[src/rtl/zpid_pkg.sv]
package zpid_pkg;
  // Number of error taps in the recursive form: e(n), e(n-1), e(n-2).
  localparam int unsigned NUM_TAPS = 3;
endpackage

[src/rtl/zpid_history.sv]
module zpid_history #(
  parameter int unsigned ERR_W = 12
) (
  input  logic                    clk,
  input  logic                    rst,
  input  logic                    smp_stb,
  input  logic signed [ERR_W-1:0] err_in,
  output logic signed [ERR_W-1:0] err_d1,
  output logic signed [ERR_W-1:0] err_d2
);
  always_ff @(posedge clk) begin
    if (rst) begin
      err_d1 <= '0;
      err_d2 <= '0;
    end else if (smp_stb) begin
      err_d2 <= err_d1;
      err_d1 <= err_in;
    end
  end

  // history frozen without a strobe
  a_r3_hist_hold: assert property (@(posedge clk) disable iff (rst)
    !smp_stb |=> ($stable(err_d1) && $stable(err_d2)));
  // history shifts on a strobe
  a_r3_hist_shift: assert property (@(posedge clk) disable iff (rst)
    smp_stb |=> (err_d1 == $past(err_in) && err_d2 == $past(err_d1)));
endmodule

[src/rtl/zpid_taps.sv]
module zpid_taps
  import zpid_pkg::*;
#(
  parameter int unsigned ERR_W  = 12,
  parameter int unsigned COEF_W = 12,
  localparam int unsigned PROD_W = ERR_W + COEF_W
) (
  input  logic                         clk,
  input  logic                         rst,
  input  logic                         smp_stb,
  input  logic [NUM_TAPS*ERR_W-1:0]    err_vec,
  input  logic [NUM_TAPS*COEF_W-1:0]   coef_vec,
  output logic [NUM_TAPS*PROD_W-1:0]   prod_vec,
  output logic                         prod_vld
);
  for (genvar t = 0; t < NUM_TAPS; t++) begin : g_tap
    logic signed [ERR_W-1:0]  e_s;
    logic signed [COEF_W-1:0] c_s;
    logic signed [PROD_W-1:0] p_q;
    assign e_s = err_vec[t*ERR_W +: ERR_W];
    assign c_s = coef_vec[t*COEF_W +: COEF_W];
    always_ff @(posedge clk) begin
      if (rst)          p_q <= '0;
      else if (smp_stb) p_q <= e_s * c_s;
    end
    assign prod_vec[t*PROD_W +: PROD_W] = p_q;
  end

  always_ff @(posedge clk) begin
    if (rst) prod_vld <= 1'b0;
    else     prod_vld <= smp_stb;
  end
endmodule

[src/rtl/zpid_accum.sv]
module zpid_accum
  import zpid_pkg::*;
#(
  parameter int unsigned PROD_W = 24,
  parameter int unsigned OUT_W  = 24,
  localparam int unsigned ACC_W = OUT_W + 2
) (
  input  logic                        clk,
  input  logic                        rst,
  input  logic                        prod_vld,
  input  logic [NUM_TAPS*PROD_W-1:0]  prod_vec,
  output logic signed [OUT_W-1:0]     y_q,
  output logic                        y_vld
);
  localparam logic signed [ACC_W-1:0] SAT_HI =
    {{(ACC_W-OUT_W+1){1'b0}}, {(OUT_W-1){1'b1}}};
  localparam logic signed [ACC_W-1:0] SAT_LO =
    {{(ACC_W-OUT_W+1){1'b1}}, {(OUT_W-1){1'b0}}};

  logic signed [ACC_W-1:0] acc;
  logic signed [OUT_W-1:0] y_next;
  logic                    all_pos;
  logic                    all_neg;

  always_comb begin
    acc     = ACC_W'(y_q);
    all_pos = 1'b1;
    all_neg = 1'b1;
    for (int t = 0; t < NUM_TAPS; t++) begin
      acc = acc + ACC_W'($signed(prod_vec[t*PROD_W +: PROD_W]));
      if (prod_vec[t*PROD_W+PROD_W-1]) all_pos = 1'b0;
      else                             all_neg = 1'b0;
    end
    if (acc > SAT_HI)      y_next = SAT_HI[OUT_W-1:0];
    else if (acc < SAT_LO) y_next = SAT_LO[OUT_W-1:0];
    else                   y_next = acc[OUT_W-1:0];
  end

  always_ff @(posedge clk) begin
    if (rst) begin
      y_q   <= '0;
      y_vld <= 1'b0;
    end else begin
      y_vld <= prod_vld;
      if (prod_vld) y_q <= y_next;
    end
  end

  // output held between updates
  a_r5_hold: assert property (@(posedge clk) disable iff (rst)
    !y_vld |-> $stable(y_q));
  // non-negative increments never lower the output (no wrap)
  a_r6_no_wrap_up: assert property (@(posedge clk) disable iff (rst)
    (prod_vld && all_pos) |=> (y_q >= $past(y_q)));
  // negative increments never raise the output (no wrap)
  a_r7_no_wrap_down: assert property (@(posedge clk) disable iff (rst)
    (prod_vld && all_neg) |=> (y_q <= $past(y_q)));
endmodule

[src/rtl/zpid_filter.sv]
module zpid_filter
  import zpid_pkg::*;
#(
  parameter int unsigned ERR_W  = 12,
  parameter int unsigned COEF_W = 12,
  parameter int unsigned OUT_W  = 24,
  localparam int unsigned PROD_W = ERR_W + COEF_W
) (
  input  logic                     clk,
  input  logic                     rst,
  input  logic                     smp_stb,
  input  logic signed [ERR_W-1:0]  err_in,
  input  logic signed [COEF_W-1:0] w0,
  input  logic signed [COEF_W-1:0] w1,
  input  logic signed [COEF_W-1:0] w2,
  output logic signed [OUT_W-1:0]  ctl_out,
  output logic                     ctl_vld
);
  logic signed [ERR_W-1:0]         e_d1, e_d2;
  logic [NUM_TAPS*PROD_W-1:0]      prods;
  logic                            prods_vld;

  zpid_history #(.ERR_W(ERR_W)) u_hist (
    .clk(clk), .rst(rst), .smp_stb(smp_stb), .err_in(err_in),
    .err_d1(e_d1), .err_d2(e_d2)
  );

  zpid_taps #(.ERR_W(ERR_W), .COEF_W(COEF_W)) u_taps (
    .clk(clk), .rst(rst), .smp_stb(smp_stb),
    .err_vec({e_d2, e_d1, err_in}),
    .coef_vec({w2, w1, w0}),
    .prod_vec(prods), .prod_vld(prods_vld)
  );

  zpid_accum #(.PROD_W(PROD_W), .OUT_W(OUT_W)) u_acc (
    .clk(clk), .rst(rst), .prod_vld(prods_vld), .prod_vec(prods),
    .y_q(ctl_out), .y_vld(ctl_vld)
  );

  // reset clears output and history
  a_r1_reset_clear: assert property (@(posedge clk)
    rst |=> (ctl_out == '0 && !ctl_vld && e_d1 == '0 && e_d2 == '0));
  // strobe answered by a valid pulse two edges later
  a_r4_valid_after_stb: assert property (@(posedge clk) disable iff (rst)
    smp_stb |=> ##1 ctl_vld);
  // no valid pulse without a strobe two edges earlier
  a_r4_no_spurious: assert property (@(posedge clk) disable iff (rst)
    !smp_stb |=> ##1 !ctl_vld);
endmodule

[config.mk]
export PLATFORM = sky130hd
export DESIGN_NAME = zpid_filter
export DESIGN_NICKNAME = d
export VERILOG_FILES = /design/src/rtl/zpid_pkg.sv /design/src/rtl/zpid_history.sv /design/src/rtl/zpid_taps.sv /design/src/rtl/zpid_accum.sv /design/src/rtl/zpid_filter.sv
export SDC_FILE = /design/constraint.sdc
export NUM_CORES = 1
export LEC_CHECK = 0
export BUFFER_PORTS_ARGS = -buffer_cell sky130_fd_sc_hd__buf_2
export CAP_MARGIN = 5
export CORE_MARGIN = 2
export CORE_UTILIZATION = 35
export CTS_BUF_LIST = sky130_fd_sc_hd__clkbuf_4 sky130_fd_sc_hd__clkbuf_8
export CTS_CLUSTER_SIZE = 30
export DETAILED_ROUTE_END_ITERATION = 7
export PLACE_DENSITY_LB_ADDON = 0.15
export SLEW_MARGIN = 5
export SYNTH_ARGS = -nofsm -noshare
export SYNTH_HDL_FRONTEND = slang
export SYNTH_HIERARCHICAL = 1
export SYNTH_SLANG_ARGS = --single-unit
export TNS_END_PERCENT = 30
[constraint.sdc]
create_clock -name clk -period 14.5 [get_ports clk]
set_clock_uncertainty 0.1 [all_clocks]
set_input_delay 2.9 -clock clk [delete_from_list [all_inputs] [get_ports clk]]
set_output_delay 2.9 -clock clk [all_outputs]
set_load 0.05 [all_outputs]
==> results.cfg <==
[routing]
via_per_inst = 4.77
num_vias = 16729
remaining_drc_errors = 0
dr.pass1.iters = 6
finalWirelength_mm = 59.0
drt-wirelength-per-cell_microns = 16.8
ant_nets = 0
first_iter_violations = 879

[clocking]
hold_buffers = 0
ctsLongestPathBuffers = 2
clk_latency_ps = 460
cts_resized = 0
cts-root-buf = clkbuf_8
htreeDepth = 4
cts_buffers = 17
clock_sinks = 122
cts_tree = yes
cts_setup_buffers = 0
clk_pin_slew_worst_paths_ps = 80

[timing]
finalCritPeriodShare_pct = 53.6
period_minus_slack_ps = 7780
relSlewSlack_pct = 39.6
slew_viol_final = 0
hold_violations = 0
worst_slew_pin_slew_ps = 906
grt_setup_unrepaired = no
setup_violations = 0
fmax_ghz = 0.129
finalSetupTns_ps = 0

[synthesis]
synth-main-ff-cell = dfxtp_1
synthCells = 2630
yosysSeqAreaShare_pct = 10.5
syn_area_per_cell_sq_um = 8.87
ys_seq_elements = 122
synth_top_area_share_pct = 39.7
ys_types = 80
yosys.area.top_type = fa_1
yosys_warnings = 6
async_flop_share_pct = 0
synth_area_leaders = fa_1 40%, dfxtp_1 10%, inv_1 10%
syn_area_sq_um = 23300
syn-num-nets = 3322
synth_edf_count = 0

[finish]
nNetsFinal = 3320
drive_above_1_share_pct = 6.06
area_growth_syn_to_layout_pct = 6.22
final_cells = 3505

[die]
start_util_pct = 35.4
die_x_microns = 262
rows = 94
die_area_sq_um = 68800
io_pins = 76
core_region_area_sq_um = 65900
die-height_microns = 262

[setup_path]
cp_max_fo = 12
path_class = in -> reg
arrival_ps = 8000
crit_required_ps = 14730
r2r-start = u_hist/err_d1[4]
r2r_slack_ps = 8660
reg2reg_depth = 17
end_kind = flop
r2r_end = u_taps/g_tap[1].p_q[21]
start_kind = input pin

[power_and_ir_drop]
p_leak_nw = 12.4
p_per_area_nw_per_um2 = 175
peakVddDrop_uv = 109

[global_route]
grt_max_degree = 66
gr-usage-all-layers_pct = 17.6
grt_util_met1_pct = 25.9
overflow = 0
grt_pass1_vias = 17866
grt_first_pass_wirelength_mm = 97.8
grt_use_met3_pct = 1.73
grt.busiest_layer = met2
antenna_found_initial = 1
grt_use_met2_pct = 28.6

[status]
status = finished clean

[placed_design]
routabilityCongestion = 0.846
io_buffer_count = 75
hpwlAfterDp_mm = 48.8
placed_cells = 3473

[flow_run]
maxCapViolCount = 0

[min_path]
whs_endpoint = u_taps/g_tap[0].p_q[18]
hold_class = reg -> reg
holdPathStages = 2
hp-start = u_taps/g_tap[0].p_q[18]
-- power breakdown --
part           switching, mW  leakage (nW)  internal [mW]
clock network          0.155         0.190          0.155
logic                   2.13          11.2           1.41
registers             0.0629          1.00          0.414
-- worst max-delay path by stage --
stage,from,endpoint,slack [ps],cells past startpoint
2_1_floorplan,w0[0],u_taps/g_tap[0].p_q[20],6760,20
6_report,w1[0],u_taps/g_tap[1].p_q[21],6720,20
5_1_grt,w1[0],u_taps/g_tap[1].p_q[21],6350,20
4_1_cts,w1[0],u_taps/g_tap[1].p_q[21],6770,20
3_3_place_gp,w1[0],u_taps/g_tap[1].p_q[21],6360,20
3_5_place_dp,w1[0],u_taps/g_tap[1].p_q[21],6310,20
-- metrics by stage --
step	setup slack (ps)	instance area, sq um	hold WS, ps	power, mW	utilization [%]
global placement	6360	24400	341	3.96	37.0
CTS	6770	24800	352	4.34	37.6
finish	6720	24800	349	4.33	37.6
floorplan	6760	23300	325	3.21	-
global route	6350	24800	378	4.83	37.6
detailed placement	6310	24400	341	4.01	37.0
-- flip-flops by register name, indices dropped and copies added (netlist names) --
signal            count
u_taps/prod_vld       1
u_acc/y_q            24
u_taps/g_tap.p_q     72
u_hist/err_d1        12
u_hist/err_d2        12
u_acc/y_vld           1
-- routing by layer --
metal / share of wire [%] / routed length, microns
met5: 0.019 / 11
met4: 1.3 / 756
met3: 3.3 / 1960
met2: 46 / 27300
met1: 49 / 29000
-- cell type report --
type	count	area [sq um]
flip-flops and latches	122	2440
clock inverters	13	145
inverters	645	2420
fillers	6866	41100
diodes	1	2.50
well taps	864	1080
clock buffers	18	241
multi-input cells	1755	18000
repair buffers	87	470
-- cell usage after synthesis (all sizes together) (3+ instances only) --
master / instances
o21bai: 9
a211oi: 36
o31a: 4
nand2: 333
a21oi: 71
o32ai: 3
a211o: 5
ha: 178
fa: 463
and2: 128
xnor2: 59
buf: 18
dfxtp: 122
xor2: 29
a311oi: 3
o31ai: 3
inv: 643
a31oi: 6
a21o: 28
o22ai: 5
o21ai: 52
clkbuf: 90
a22o: 6
nand4: 9
nor2b: 10
a21boi: 3
and3: 6
a2111oi: 3
nor2: 136
or4: 3
or2: 5
o211ai: 14
nor3: 5
o21a: 15
mux2i: 58
nand2b: 22
nand3: 19
-- cell families (layout without fill, tap and decap cells) --
family                   after synthesis  count (layout)  synth area share, %
XOR/XNOR                              88              88                 3.30
multiplexers                          59              59                 2.54
buffers and inverters                753             763                 12.5
adder cells (fa/ha/maj)              641             641                 49.3
AND/OR/NAND/NOR                      687             687                 13.4
AO/OA/AOI/OAI                        280             280                 8.52
other                                  0               1                    0
flip-flops                           122             122                 10.5
-- cells in the final DEF, fill, tap and decap left out, types with 17 or more instances in the layout --
cell type  netlist  layout
nand2b_1        21      21
buf_2            7      73
and2_1         128     128
nand3_1         19      19
xnor2_1         59      59
clkbuf_8         0      17
o21ai_0         23      23
o21ai_1         26      26
inv_1          642     642
xor2_1          29      29
a21oi_1         68      68
nand2_1        332     332
dfxtp_1        122     122
ha_1           178     178
fa_1           463     463
a211oi_1        23      23
nor2_1         136     135
mux2i_1         58      58
a21o_1          28      28
-- critical path: stages --
cell and delay (ps):
buf_2 240, nand2_1 140, fa_1 560, inv_1 70, ha_1 490, inv_1 150, fa_1 500, inv_1 60
fa_1 530, inv_1 50, fa_1 480, inv_1 40, ha_1 320, o21a_1 120, a21oi_1 210, nor4b_1 470
o211ai_1 220, a21oi_1 210, xor2_1 160, o21ai_1 70
Note: power is estimated with default switching activity, not from simulation.
